--- src/rtl/dchan_pkg.sv ---
package dchan_pkg;

  localparam int LEN_W = 13;
  localparam int BB_W  = 6;

  typedef enum logic [3:0] {
    ST_IDLE, ST_FISSUE, ST_FWAIT, ST_GATE, ST_RISSUE,
    ST_RWAIT, ST_WISSUE, ST_WWAIT, ST_NEXT, ST_HALT
  } dchan_state_e;

  typedef struct packed {
    logic [31:0] link;
    logic [31:0] src;
    logic [31:0] tgt;
    logic [31:0] cmd;
  } dchan_desc_t;

  function automatic logic [1:0] size_code(input logic [31:0] c);
    case (c[15:14])
      2'd1:    return 2'd0;
      2'd2:    return 2'd1;
      default: return 2'd2;
    endcase
  endfunction

  function automatic logic [2:0] width_bytes(input logic [31:0] c);
    return 3'd1 << size_code(c);
  endfunction

  function automatic logic [BB_W-1:0] burst_beats(input logic [31:0] c);
    logic [BB_W-1:0] b;
    case (c[17:16])
      2'd2:    b = 6'd16;
      2'd3:    b = 6'd32;
      default: b = 6'd8;
    endcase
    return b >> size_code(c);
  endfunction

  function automatic logic [31:0] lane_mask(input logic [31:0] c);
    case (size_code(c))
      2'd0:    return 32'h0000_00FF;
      2'd1:    return 32'h0000_FFFF;
      default: return 32'hFFFF_FFFF;
    endcase
  endfunction

endpackage

--- src/rtl/dchan_mem_if.sv ---
module dchan_mem_if #(
  parameter int AW = 32,
  parameter int DW = 32
) (
  input  logic          clk,
  input  logic          rst_n,
  input  logic          start,
  input  logic          wr,
  input  logic [AW-1:0] addr,
  input  logic [1:0]    size,
  input  logic [DW-1:0] wdata,
  output logic          done,
  output logic [DW-1:0] rdata,
  output logic          err,
  output logic          req_valid,
  input  logic          req_ready,
  output logic          req_write,
  output logic [AW-1:0] req_addr,
  output logic [1:0]    req_size,
  output logic [DW-1:0] req_wdata,
  input  logic          rsp_valid,
  input  logic [DW-1:0] rsp_data,
  input  logic          rsp_err
);

  logic          pend_q, wait_q, wr_q;
  logic [AW-1:0] addr_q;
  logic [1:0]    size_q;
  logic [DW-1:0] wdata_q;

  always_ff @(posedge clk or negedge rst_n) begin
    if (!rst_n) begin
      pend_q  <= 1'b0;
      wait_q  <= 1'b0;
      wr_q    <= 1'b0;
      addr_q  <= '0;
      size_q  <= '0;
      wdata_q <= '0;
    end else begin
      if (start) begin
        pend_q  <= 1'b1;
        wr_q    <= wr;
        addr_q  <= addr;
        size_q  <= size;
        wdata_q <= wdata;
      end else if (pend_q && req_ready) begin
        pend_q <= 1'b0;
        wait_q <= 1'b1;
      end
      if (wait_q && rsp_valid) wait_q <= 1'b0;
    end
  end

  assign req_valid = pend_q;
  assign req_write = wr_q;
  assign req_addr  = addr_q;
  assign req_size  = size_q;
  assign req_wdata = wdata_q;
  assign done      = wait_q && rsp_valid;
  assign rdata     = rsp_data;
  assign err       = rsp_err;

  AST_REQ_HELD: assert property (@(posedge clk) disable iff (!rst_n)
    (req_valid && !req_ready) |=> (req_valid && $stable(req_addr) && $stable(req_write) && $stable(req_wdata)));
  AST_ONE_OUTSTANDING: assert property (@(posedge clk) disable iff (!rst_n)
    start |-> (!pend_q && !wait_q));

endmodule

--- src/rtl/dchan_addr_gen.sv ---
module dchan_addr_gen #(
  parameter int AW = 32
) (
  input  logic          clk,
  input  logic          rst_n,
  input  logic          load,
  input  logic [AW-1:0] src_in,
  input  logic [AW-1:0] tgt_in,
  input  logic          step,
  input  logic          inc_src,
  input  logic          inc_tgt,
  input  logic [2:0]    stride,
  output logic [AW-1:0] src,
  output logic [AW-1:0] tgt
);

  logic [AW-1:0] stride_w;
  assign stride_w = AW'(stride);

  always_ff @(posedge clk or negedge rst_n) begin
    if (!rst_n) begin
      src <= '0;
      tgt <= '0;
    end else if (load) begin
      src <= src_in;
      tgt <= tgt_in;
    end else if (step) begin
      if (inc_src) src <= src + stride_w;
      if (inc_tgt) tgt <= tgt + stride_w;
    end
  end

endmodule

--- src/rtl/dchan_len_ctr.sv ---
module dchan_len_ctr
  import dchan_pkg::*;
(
  input  logic             clk,
  input  logic             rst_n,
  input  logic             load,
  input  logic [LEN_W-1:0] len,
  input  logic             bload,
  input  logic [BB_W-1:0]  bbeats,
  input  logic             step,
  input  logic [2:0]       wb,
  output logic             last_beat,
  output logic             burst_last
);

  logic [LEN_W-1:0] rem_q;
  logic [BB_W-1:0]  bleft_q;

  assign last_beat  = rem_q <= LEN_W'(wb);
  assign burst_last = bleft_q <= BB_W'(1);

  always_ff @(posedge clk or negedge rst_n) begin
    if (!rst_n) begin
      rem_q   <= '0;
      bleft_q <= '0;
    end else begin
      if (load) rem_q <= len;
      else if (step) rem_q <= last_beat ? '0 : rem_q - LEN_W'(wb);
      if (bload) bleft_q <= bbeats;
      else if (step && bleft_q != '0) bleft_q <= bleft_q - 1'b1;
    end
  end

  AST_REM_SHRINKS: assert property (@(posedge clk) disable iff (!rst_n)
    (step && !load && rem_q != '0) |=> (rem_q < $past(rem_q)));

endmodule

--- src/rtl/dchan_engine.sv ---
module dchan_engine
  import dchan_pkg::*;
#(
  parameter int AW = 32
) (
  input  logic          clk,
  input  logic          rst_n,
  input  logic          run,
  input  logic [AW-1:0] chain_head,
  input  logic          periph_req,
  output logic          mem_req_valid,
  input  logic          mem_req_ready,
  output logic          mem_req_write,
  output logic [AW-1:0] mem_req_addr,
  output logic [1:0]    mem_req_size,
  output logic [31:0]   mem_req_wdata,
  input  logic          mem_rsp_valid,
  input  logic [31:0]   mem_rsp_data,
  input  logic          mem_rsp_err,
  output logic          busy,
  output logic          stopped,
  output logic          start_evt,
  output logic          end_evt,
  output logic          buserr_evt
);

  localparam int ALIGN = 4;

  dchan_state_e  state_q;
  dchan_desc_t   desc_q;
  logic [AW-1:0] cur_q;
  logic [1:0]    widx_q;
  logic [31:0]   data_q;

  logic          m_start, m_wr, m_done, m_err;
  logic [AW-1:0] m_addr;
  logic [1:0]    m_size;
  logic [31:0]   m_rdata;
  logic [AW-1:0] src_a, tgt_a;
  logic          ag_load, step, bload, last_beat, burst_last, flow, gate_ok;
  logic [2:0]    wb;

  assign wb      = width_bytes(desc_q.cmd);
  assign flow    = desc_q.cmd[29] | desc_q.cmd[28];
  assign gate_ok = !flow || periph_req;
  assign ag_load = state_q == ST_FWAIT && m_done && !m_err && widx_q == 2'd3;
  assign bload   = state_q == ST_GATE && gate_ok;
  assign step    = state_q == ST_WWAIT && m_done && !m_err;

  assign m_start = state_q == ST_FISSUE || state_q == ST_RISSUE || state_q == ST_WISSUE;
  assign m_wr    = state_q == ST_WISSUE;
  assign m_size  = (state_q == ST_FISSUE) ? 2'd2 : size_code(desc_q.cmd);

  always_comb begin
    case (state_q)
      ST_FISSUE: m_addr = cur_q + AW'({widx_q, 2'b00});
      ST_RISSUE: m_addr = src_a;
      default:   m_addr = tgt_a;
    endcase
  end

  dchan_mem_if #(.AW(AW), .DW(32)) u_mem (
    .clk(clk), .rst_n(rst_n), .start(m_start), .wr(m_wr), .addr(m_addr),
    .size(m_size), .wdata(data_q), .done(m_done), .rdata(m_rdata), .err(m_err),
    .req_valid(mem_req_valid), .req_ready(mem_req_ready), .req_write(mem_req_write),
    .req_addr(mem_req_addr), .req_size(mem_req_size), .req_wdata(mem_req_wdata),
    .rsp_valid(mem_rsp_valid), .rsp_data(mem_rsp_data), .rsp_err(mem_rsp_err)
  );

  dchan_addr_gen #(.AW(AW)) u_addr (
    .clk(clk), .rst_n(rst_n), .load(ag_load), .src_in(desc_q.src[AW-1:0]),
    .tgt_in(desc_q.tgt[AW-1:0]), .step(step), .inc_src(desc_q.cmd[31]),
    .inc_tgt(desc_q.cmd[30]), .stride(wb), .src(src_a), .tgt(tgt_a)
  );

  dchan_len_ctr u_len (
    .clk(clk), .rst_n(rst_n), .load(ag_load), .len(m_rdata[LEN_W-1:0]),
    .bload(bload), .bbeats(burst_beats(desc_q.cmd)), .step(step), .wb(wb),
    .last_beat(last_beat), .burst_last(burst_last)
  );

  always_ff @(posedge clk or negedge rst_n) begin
    if (!rst_n) begin
      state_q    <= ST_IDLE;
      desc_q     <= '0;
      cur_q      <= '0;
      widx_q     <= '0;
      data_q     <= '0;
      start_evt  <= 1'b0;
      end_evt    <= 1'b0;
      buserr_evt <= 1'b0;
    end else begin
      start_evt  <= 1'b0;
      end_evt    <= 1'b0;
      buserr_evt <= 1'b0;
      case (state_q)
        ST_IDLE: if (run) begin
          cur_q   <= {chain_head[AW-1:ALIGN], {ALIGN{1'b0}}};
          widx_q  <= 2'd0;
          state_q <= ST_FISSUE;
        end
        ST_FISSUE: state_q <= ST_FWAIT;
        ST_FWAIT: if (m_done) begin
          if (m_err) begin
            buserr_evt <= 1'b1;
            state_q    <= ST_HALT;
          end else begin
            case (widx_q)
              2'd0:    desc_q.link <= m_rdata;
              2'd1:    desc_q.src  <= m_rdata;
              2'd2:    desc_q.tgt  <= m_rdata;
              default: desc_q.cmd  <= m_rdata;
            endcase
            if (widx_q == 2'd3) begin
              start_evt <= m_rdata[22];
              state_q   <= (m_rdata[LEN_W-1:0] == '0) ? ST_NEXT : ST_GATE;
            end else begin
              widx_q  <= widx_q + 2'd1;
              state_q <= ST_FISSUE;
            end
          end
        end
        ST_GATE: if (gate_ok) state_q <= ST_RISSUE;
        ST_RISSUE: state_q <= ST_RWAIT;
        ST_RWAIT: if (m_done) begin
          if (m_err) begin
            buserr_evt <= 1'b1;
            state_q    <= ST_HALT;
          end else begin
            data_q  <= m_rdata & lane_mask(desc_q.cmd);
            state_q <= ST_WISSUE;
          end
        end
        ST_WISSUE: state_q <= ST_WWAIT;
        ST_WWAIT: if (m_done) begin
          if (m_err) begin
            buserr_evt <= 1'b1;
            state_q    <= ST_HALT;
          end else if (last_beat) state_q <= ST_NEXT;
          else if (burst_last)    state_q <= ST_GATE;
          else                    state_q <= ST_RISSUE;
        end
        ST_NEXT: begin
          end_evt <= desc_q.cmd[21];
          if (desc_q.link[0]) state_q <= ST_HALT;
          else begin
            cur_q   <= {desc_q.link[AW-1:ALIGN], {ALIGN{1'b0}}};
            widx_q  <= 2'd0;
            state_q <= ST_FISSUE;
          end
        end
        ST_HALT: if (!run) state_q <= ST_IDLE;
        default: state_q <= ST_IDLE;
      endcase
    end
  end

  assign busy    = state_q != ST_IDLE && state_q != ST_HALT;
  assign stopped = state_q == ST_HALT;

  AST_GATE_HOLDS: assert property (@(posedge clk) disable iff (!rst_n)
    (state_q == ST_GATE && flow && !periph_req) |=> (state_q == ST_GATE));
  AST_HALT_QUIET: assert property (@(posedge clk) disable iff (!rst_n)
    (state_q == ST_HALT) |-> !mem_req_valid);
  AST_EVT_EXCL: assert property (@(posedge clk) disable iff (!rst_n)
    $onehot0({start_evt, end_evt, buserr_evt}));
  AST_ERR_STOPS: assert property (@(posedge clk) disable iff (!rst_n)
    buserr_evt |-> stopped);

endmodule

--- config.mk ---
export PLATFORM = sky130hd
export DESIGN_NAME = dchan_engine
export DESIGN_NICKNAME = d
export VERILOG_FILES = /design/src/rtl/dchan_pkg.sv /design/src/rtl/dchan_mem_if.sv /design/src/rtl/dchan_addr_gen.sv /design/src/rtl/dchan_len_ctr.sv /design/src/rtl/dchan_engine.sv
export SDC_FILE = /design/constraint.sdc
export NUM_CORES = 1
export LEC_CHECK = 0
export BUFFER_PORTS_ARGS = -buffer_cell sky130_fd_sc_hd__buf_2
export CAP_MARGIN = 20
export CORE_AREA = 2 2 200 202
export DETAILED_ROUTE_END_ITERATION = 12
export DIE_AREA = 0 0 202 204
export GPL_TIMING_DRIVEN = 0
export PLACE_DENSITY = 0.63
export SYNTH_ARGS = -nofsm -noshare
export SYNTH_HDL_FRONTEND = slang
export SYNTH_HIERARCHICAL = 1
export SYNTH_SLANG_ARGS = --single-unit
--- constraint.sdc ---
create_clock -name clk -period 7.03 [get_ports clk]
set_input_delay 0.703 -clock clk [delete_from_list [all_inputs] [get_ports clk]]
set_output_delay 0.703 -clock clk [all_outputs]
set_load 0.05 [all_outputs]
# Yosys cells after proc, flatten, opt, wreduce, memory -nomap -nowiden
# Cells that the tools add are included.
# word_totals
out_inout_bits	73
ff_bits	353
inputBits	71
wordCells	164
# classes
add_sub_neg	6
eq_ne	28
shift	2
n_reduce_logical	42
bitwise	4
muxes	59
n_lt_le_gt_ge	2
# op_table
cell	count
$mux W32	11
$pmux W32 S2	3
$add A32 B3 Y32	2
$mux W4	13
$pmux W4 S10	1
$mux W13	3
$add A32 B4 Y32	1
$and A32 B32 Y32	1
$mux W2	9
$ne A2 B2 Y1 const B	9
$eq A4 B3 Y1 const B	4
$reduce_and A4 Y1	4
$reduce_bool A2 Y1	7
$le A13 B3 Y1	1
$logic_not A13 Y1	1
$mux W1	13
$sub A13 B3 Y13	1
$mux W6	2
$pmux W6 S2	1
$reduce_and A6 Y1	2
$eq A2 B2 Y1 const B	5
$logic_and A1 B1 Y1	10
$eq A4 B2 Y1 const B	2
$eq A4 B4 Y1 const B	2
24 further kinds	35

# Depth between registers and ports, before layout
# logic_depth
ltp_word	11
ltp_mapped	13
depth_no_buf	13

# Modules after synthesis
# The synthesis kept the hierarchy.
# by_module_without_submodules
module	area_per_inst_um2	instances	seq_area_each_um2	cells_per_inst
dchan_engine	7772.5	1	4279.1	696
dchan_addr_gen	3973.8	1	1601.5	467
dchan_mem_if	2856.5	1	1726.7	183
dchan_len_ctr	1263.7	1	475.5	148

# Least setup slack after synthesis
# Ideal clock, no wire load.
# synth_path
path_type	input port to flip-flop
startpoint	input port mem_rsp_err
endpoint	register u_addr.tgt[26]
arrival_time_ns	2.855
path_stages	8
t_required_ns	6.948
slack_ns	4.094
setup_time_ns	0.082
path_buffers	2
cell_sequence	buf_4 nand2b_1 nor2_1 nand2_2 or4_1 buf_2 or4_1 a31oi_1
# synth_between
elab_cells_between_ends	8
classes_between	mux (1); reduce/logical (7)
# synth_rtl
element	line	text
from (decl)	dchan_engine.sv:19	input logic mem_rsp_err,
$logic_not A1 Y1	dchan_engine.sv:48	assign step = state_q == ST_WWAIT && m_done && !m_err;
$logic_and A1 B1 Y1	dchan_engine.sv:48	
via step	dchan_engine.sv:40	logic ag_load, step, bload, last_beat, burst_last, flow, gate_ok;
$reduce_bool A2 Y1 (no line)	n/a	
$reduce_and A2 Y1 (no line)	n/a	
to (signal assigned)	dchan_addr_gen.sv:26	tgt <= tgt_in;
to (signal assigned)	dchan_addr_gen.sv:29	if (inc_tgt) tgt <= tgt + stride_w;
to (decl)	dchan_addr_gen.sv:14	output logic [AW-1:0] tgt
# The timed path passes the listed nets, and every way through them passes these cells.
# A chain may end at the register's enable or synchronous reset.

# Final worst setup path
# layout_path
startpoint	register state_q[1]
endpoint	register u_addr.tgt[28]
# layout_between
elab_cells_between_ends	11
classes_between	eq/ne (2); mux (1); reduce/logical (8)
# layout_rtl
element	line	text
from (decl)	dchan_engine.sv:29	dchan_state_e state_q;
from (signal assigned)	dchan_engine.sv:116	state_q <= (m_rdata[LEN_W-1:0] == '0) ? ST_NEXT : ST_GATE;
$eq A4 B3 Y1	dchan_engine.sv:48	
$logic_and A1 B1 Y1 (2 in series)	dchan_engine.sv:48	
via step	dchan_engine.sv:40	
$reduce_bool A2 Y1 (no line)	n/a	
$reduce_and A2 Y1 (no line)	n/a	
# The timed path passes the listed nets, and every way through them passes these cells.

==> flow_summary.toml <==
[yosys]
ys_ff_latch = 323
synth.distinct_cells = 69
postSynthAreaPerCell_um2 = 10.6
synth_edf_count = 0
yosysWarnings = 6
synth_ff_type = "dfrtp_1"
async_flop_share_pct = 100
seq_area_frac_synth_pct = 50.9
syn_area_um2 = 15900
syn_nets = 1585
synth_cells = 1494

[worst_hold_path]
holdCritPathClass = "input pin to register"

[global_route]
antenna_found_initial = 3
grt_overflow = 0
grt_pass1_wl_mm = 72.7
first_global_vias = 12400
track_usage_pct = 23.0
grt_max_degree = 121

[worst_setup_path]
crit_chain = "clkbuf_1 > nand3_1 > nor2_1 > nand2_2 > or4_1 > buf_2 > clkbuf_1 > o31ai_1 > a31oi_1"
cp_data_arrival_time_ns = 4.41
critPathMaxFanout = 10
cp_common_cell = "clkbuf_1"
cp-end-kind = "register"
cp-start-kind = "register"
cpPeakStageDelay_ns = 0.66
cp_slowest_cell = "nor2_1"
worstPathRequired_ns = 7.39
worstSetupPathType = "register to register"

[sta]
finalSetupViolCount = 0
min_period_ns = 4.05
finalHoldViolations = 0
relSlewSlack_pct = 36.6
holdWs_ns = 0.438
slew_violations = 0
worstMarginPinSlew_ns = 0.950
fmax_mhz = 247
clock_skew_ns = 0.0193
rsz0062_at_grt = "no"
fin_crit_sh_pct = 57.6

[power_and_ir_drop]
p_leak_nw = 8.64
power_switching_mw = 2.43
p_per_area_nw_per_um2 = 355
clkPwrFrac_pct = 28.1
finalPower_mw = 6.48
sw_frac_of_total_pct = 37.5
p_int_mw = 4.05
sequentialPowerShare_pct = 38.2
vdd_drop_max_v = 0.000175
combPwrFrac_pct = 33.7

[placement]
postPlaceCellArea_um2 = 17100
gp_congestion = 0.892
place_hpwl_mm = 33.8
io_buffers = 106
dp_cells = 2128

[clock_network]
cts_resized = 0
cts_sinks = 323
tritoncts = "built"
clkLatencyLatePin_ns = 0.53
path_clk_slew_ns = 0.06
cts_htree_levels = 2
clock_path_buffers = 3
root_buffer = "clkbuf_16"
post_cts_buffers = 0
cts_hold_buf = 1
numCtsBuffers = 36

[detailed_routing]
drt_iter0_drc = 1052
route.detailed.drc = 0
wire_per_inst_um = 21.6
postRouteAntennaNets = 0
vias = 12400
routed_wl_mm = 47.3
dr.pass1.iters = 5
avgViaCountPerCell = 5.63

[final_layout]
final_cell_count_no_fill = 2193
syn_to_final_growth_pct = 15.2
fin_area_um2 = 18300
fin_nets = 1734
layout_commonest_cell = "dfrtp_1"
fill_cells = 3683
final_cell_mix = "dfrtp_1, nand2_1, mux2_2, buf_2, o21ai_0"
layout-drive-gt1-share_pct = 24.1

[die]
core_um2 = 39200
num_rows = 73
die_h_um = 204
ios = 144
die_w_um = 202
die_area_um2 = 41200
start_util_pct = 40.5

[run]
maxCapViolCount = 0

[outcome]
run_status = "finished clean"
-- critical path, delay by kind of cell (launching register included) --
family	cells	cell delay (ns)
buffers and inverters	3	1.03
DFF	1	0.48
AOI/OAI and AO/OA	2	0.50
and+or+nand+nor	4	1.87
-- cell usage after synthesis, drive strengths merged, types with 4 or more instances --
cell type / instances / area share, %
dfrtp: 323 / 51
nand2: 207 / 4.9
mux2: 179 / 13
o21ai: 109 / 3.4
nor2: 76 / 1.8
buf: 69 / 2.9
clkbuf: 52 / 1.2
a22oi: 39 / 1.8
mux2i: 34 / 2.1
a31oi: 33 / 1.3
inv: 33 / 0.78
nand3: 32 / 1.0
o31ai: 30 / 1.4
nor3: 27 / 0.88
or4: 26 / 1.3
nand4: 24 / 0.99
xnor2: 20 / 1.1
a21oi: 19 / 0.60
ha: 17 / 1.3
nand2b: 15 / 0.59
nor2b: 14 / 0.55
nor4: 14 / 0.55
or3: 12 / 0.47
and3: 8 / 0.32
and2: 7 / 0.28
and4: 6 / 0.33
or2: 6 / 0.24
nor3b: 5 / 0.24
nor4b: 5 / 0.41
xor2: 5 / 0.28
o22ai: 4 / 0.16
o311ai: 4 / 0.22
o41ai: 4 / 0.22
-- registers in the layout, summed over array words and instances (netlist names), 2 cells and up --
register and flops:
desc_q 102, data_q 32, u_addr/src 32, u_addr/tgt 32
u_mem/req_addr 32, u_mem/req_wdata 32, cur_q 28, u_len/rem_q 13
u_len/bleft_q 6, state_q 4, u_mem/req_size 2, widx_q 2
-- area by class of cell --
| type | instances | area [um^2] | share of cell area [%] |
|---|---|---|---|
| flip-flops and latches | 323 | 8080 | 44.2 |
| multi-input cells | 1016 | 6990 | 38.3 |
| clock buffers | 54 | 1040 | 5.69 |
| plain buffers | 121 | 662 | 3.62 |
| well taps | 525 | 657 | 3.59 |
| repair buffers | 111 | 638 | 3.49 |
| inverters | 34 | 128 | 0.698 |
| clock inverters | 7 | 66.3 | 0.363 |
| diodes | 2 | 5.00 | 0.0274 |
-- per-layer routing --
| metal | GRT usage [%] | routed length [um] | vias up |
|---|---|---|---|
| met4 | 10.3 | 2050 | 0 |
| met3 | 4.19 | 3200 | 100 |
| met2 | 37.2 | 22300 | 464 |
| met5 | 0 | 0 | - |
| met1 | 30.4 | 19700 | 6152 |
| li1 | - | - | 5634 |
-- logic make-up (layout without fill, tap and decap cells) --
logic type | count (synthesis) | after routing | share of synthesized area (%)
AOI/OAI and AO/OA | 267 | 267 | 10.6
DFF | 323 | 323 | 50.9
other | 0 | 2 | 0
and+or+nand+nor | 491 | 491 | 15.4
xor gates and xnor gates | 25 | 25 | 1.38
muxes | 213 | 213 | 15.1
buffers and inverters | 155 | 327 | 4.98
adders and majority gates | 20 | 20 | 1.72
-- stage by stage --
step | worst slack (ns) | util [%] | setup TNS (ns)
6_report | 2.98 | 46.6 | 0
5_1_grt | 2.86 | 46.6 | 0
4_1_cts | 3.13 | 46.6 | 0
3_5_place_dp | 3.02 | 43.8 | 0
3_3_place_gp | -0.975 | 43.5 | -306.34
2_1_floorplan | 4.09 | - | 0
-- final timing paths --
kind                                        start                             end  slack, ns  cells past startpoint
setup / recovery           state_q[1]$_DFFE_PN0P_      u_addr/tgt[28]$_DFFE_PN0P_       2.98                      9
setup reg to reg           state_q[1]$_DFFE_PN0P_      u_addr/tgt[28]$_DFFE_PN0P_       2.98                      9
hold reg to reg            data_q[24]$_DFFE_PN0P_          data_q[24]$_DFFE_PN0P_       0.48                      2
hold / removal                   mem_rsp_data[26]         desc_q[122]$_DFFE_PN0P_       0.44                      2
min in group asynchronous                   rst_n  u_mem/req_addr[15]$_DFFE_PN0P_       0.60                      2
max in group asynchronous                   rst_n          desc_q[61]$_DFFE_PN0P_       5.26                      4
-- power groups by stage --
stage	clock [mW]	combinational (mW)	sequential, mW
4_1_cts	1.85	2.19	2.48
2_1_floorplan	0	1.12	2.88
3_3_place_gp	0	2.15	2.49
3_5_place_dp	0	2.19	2.51
6_report	1.82	2.18	2.48
5_1_grt	1.93	2.35	2.52
(Power assumes the default switching activity.)
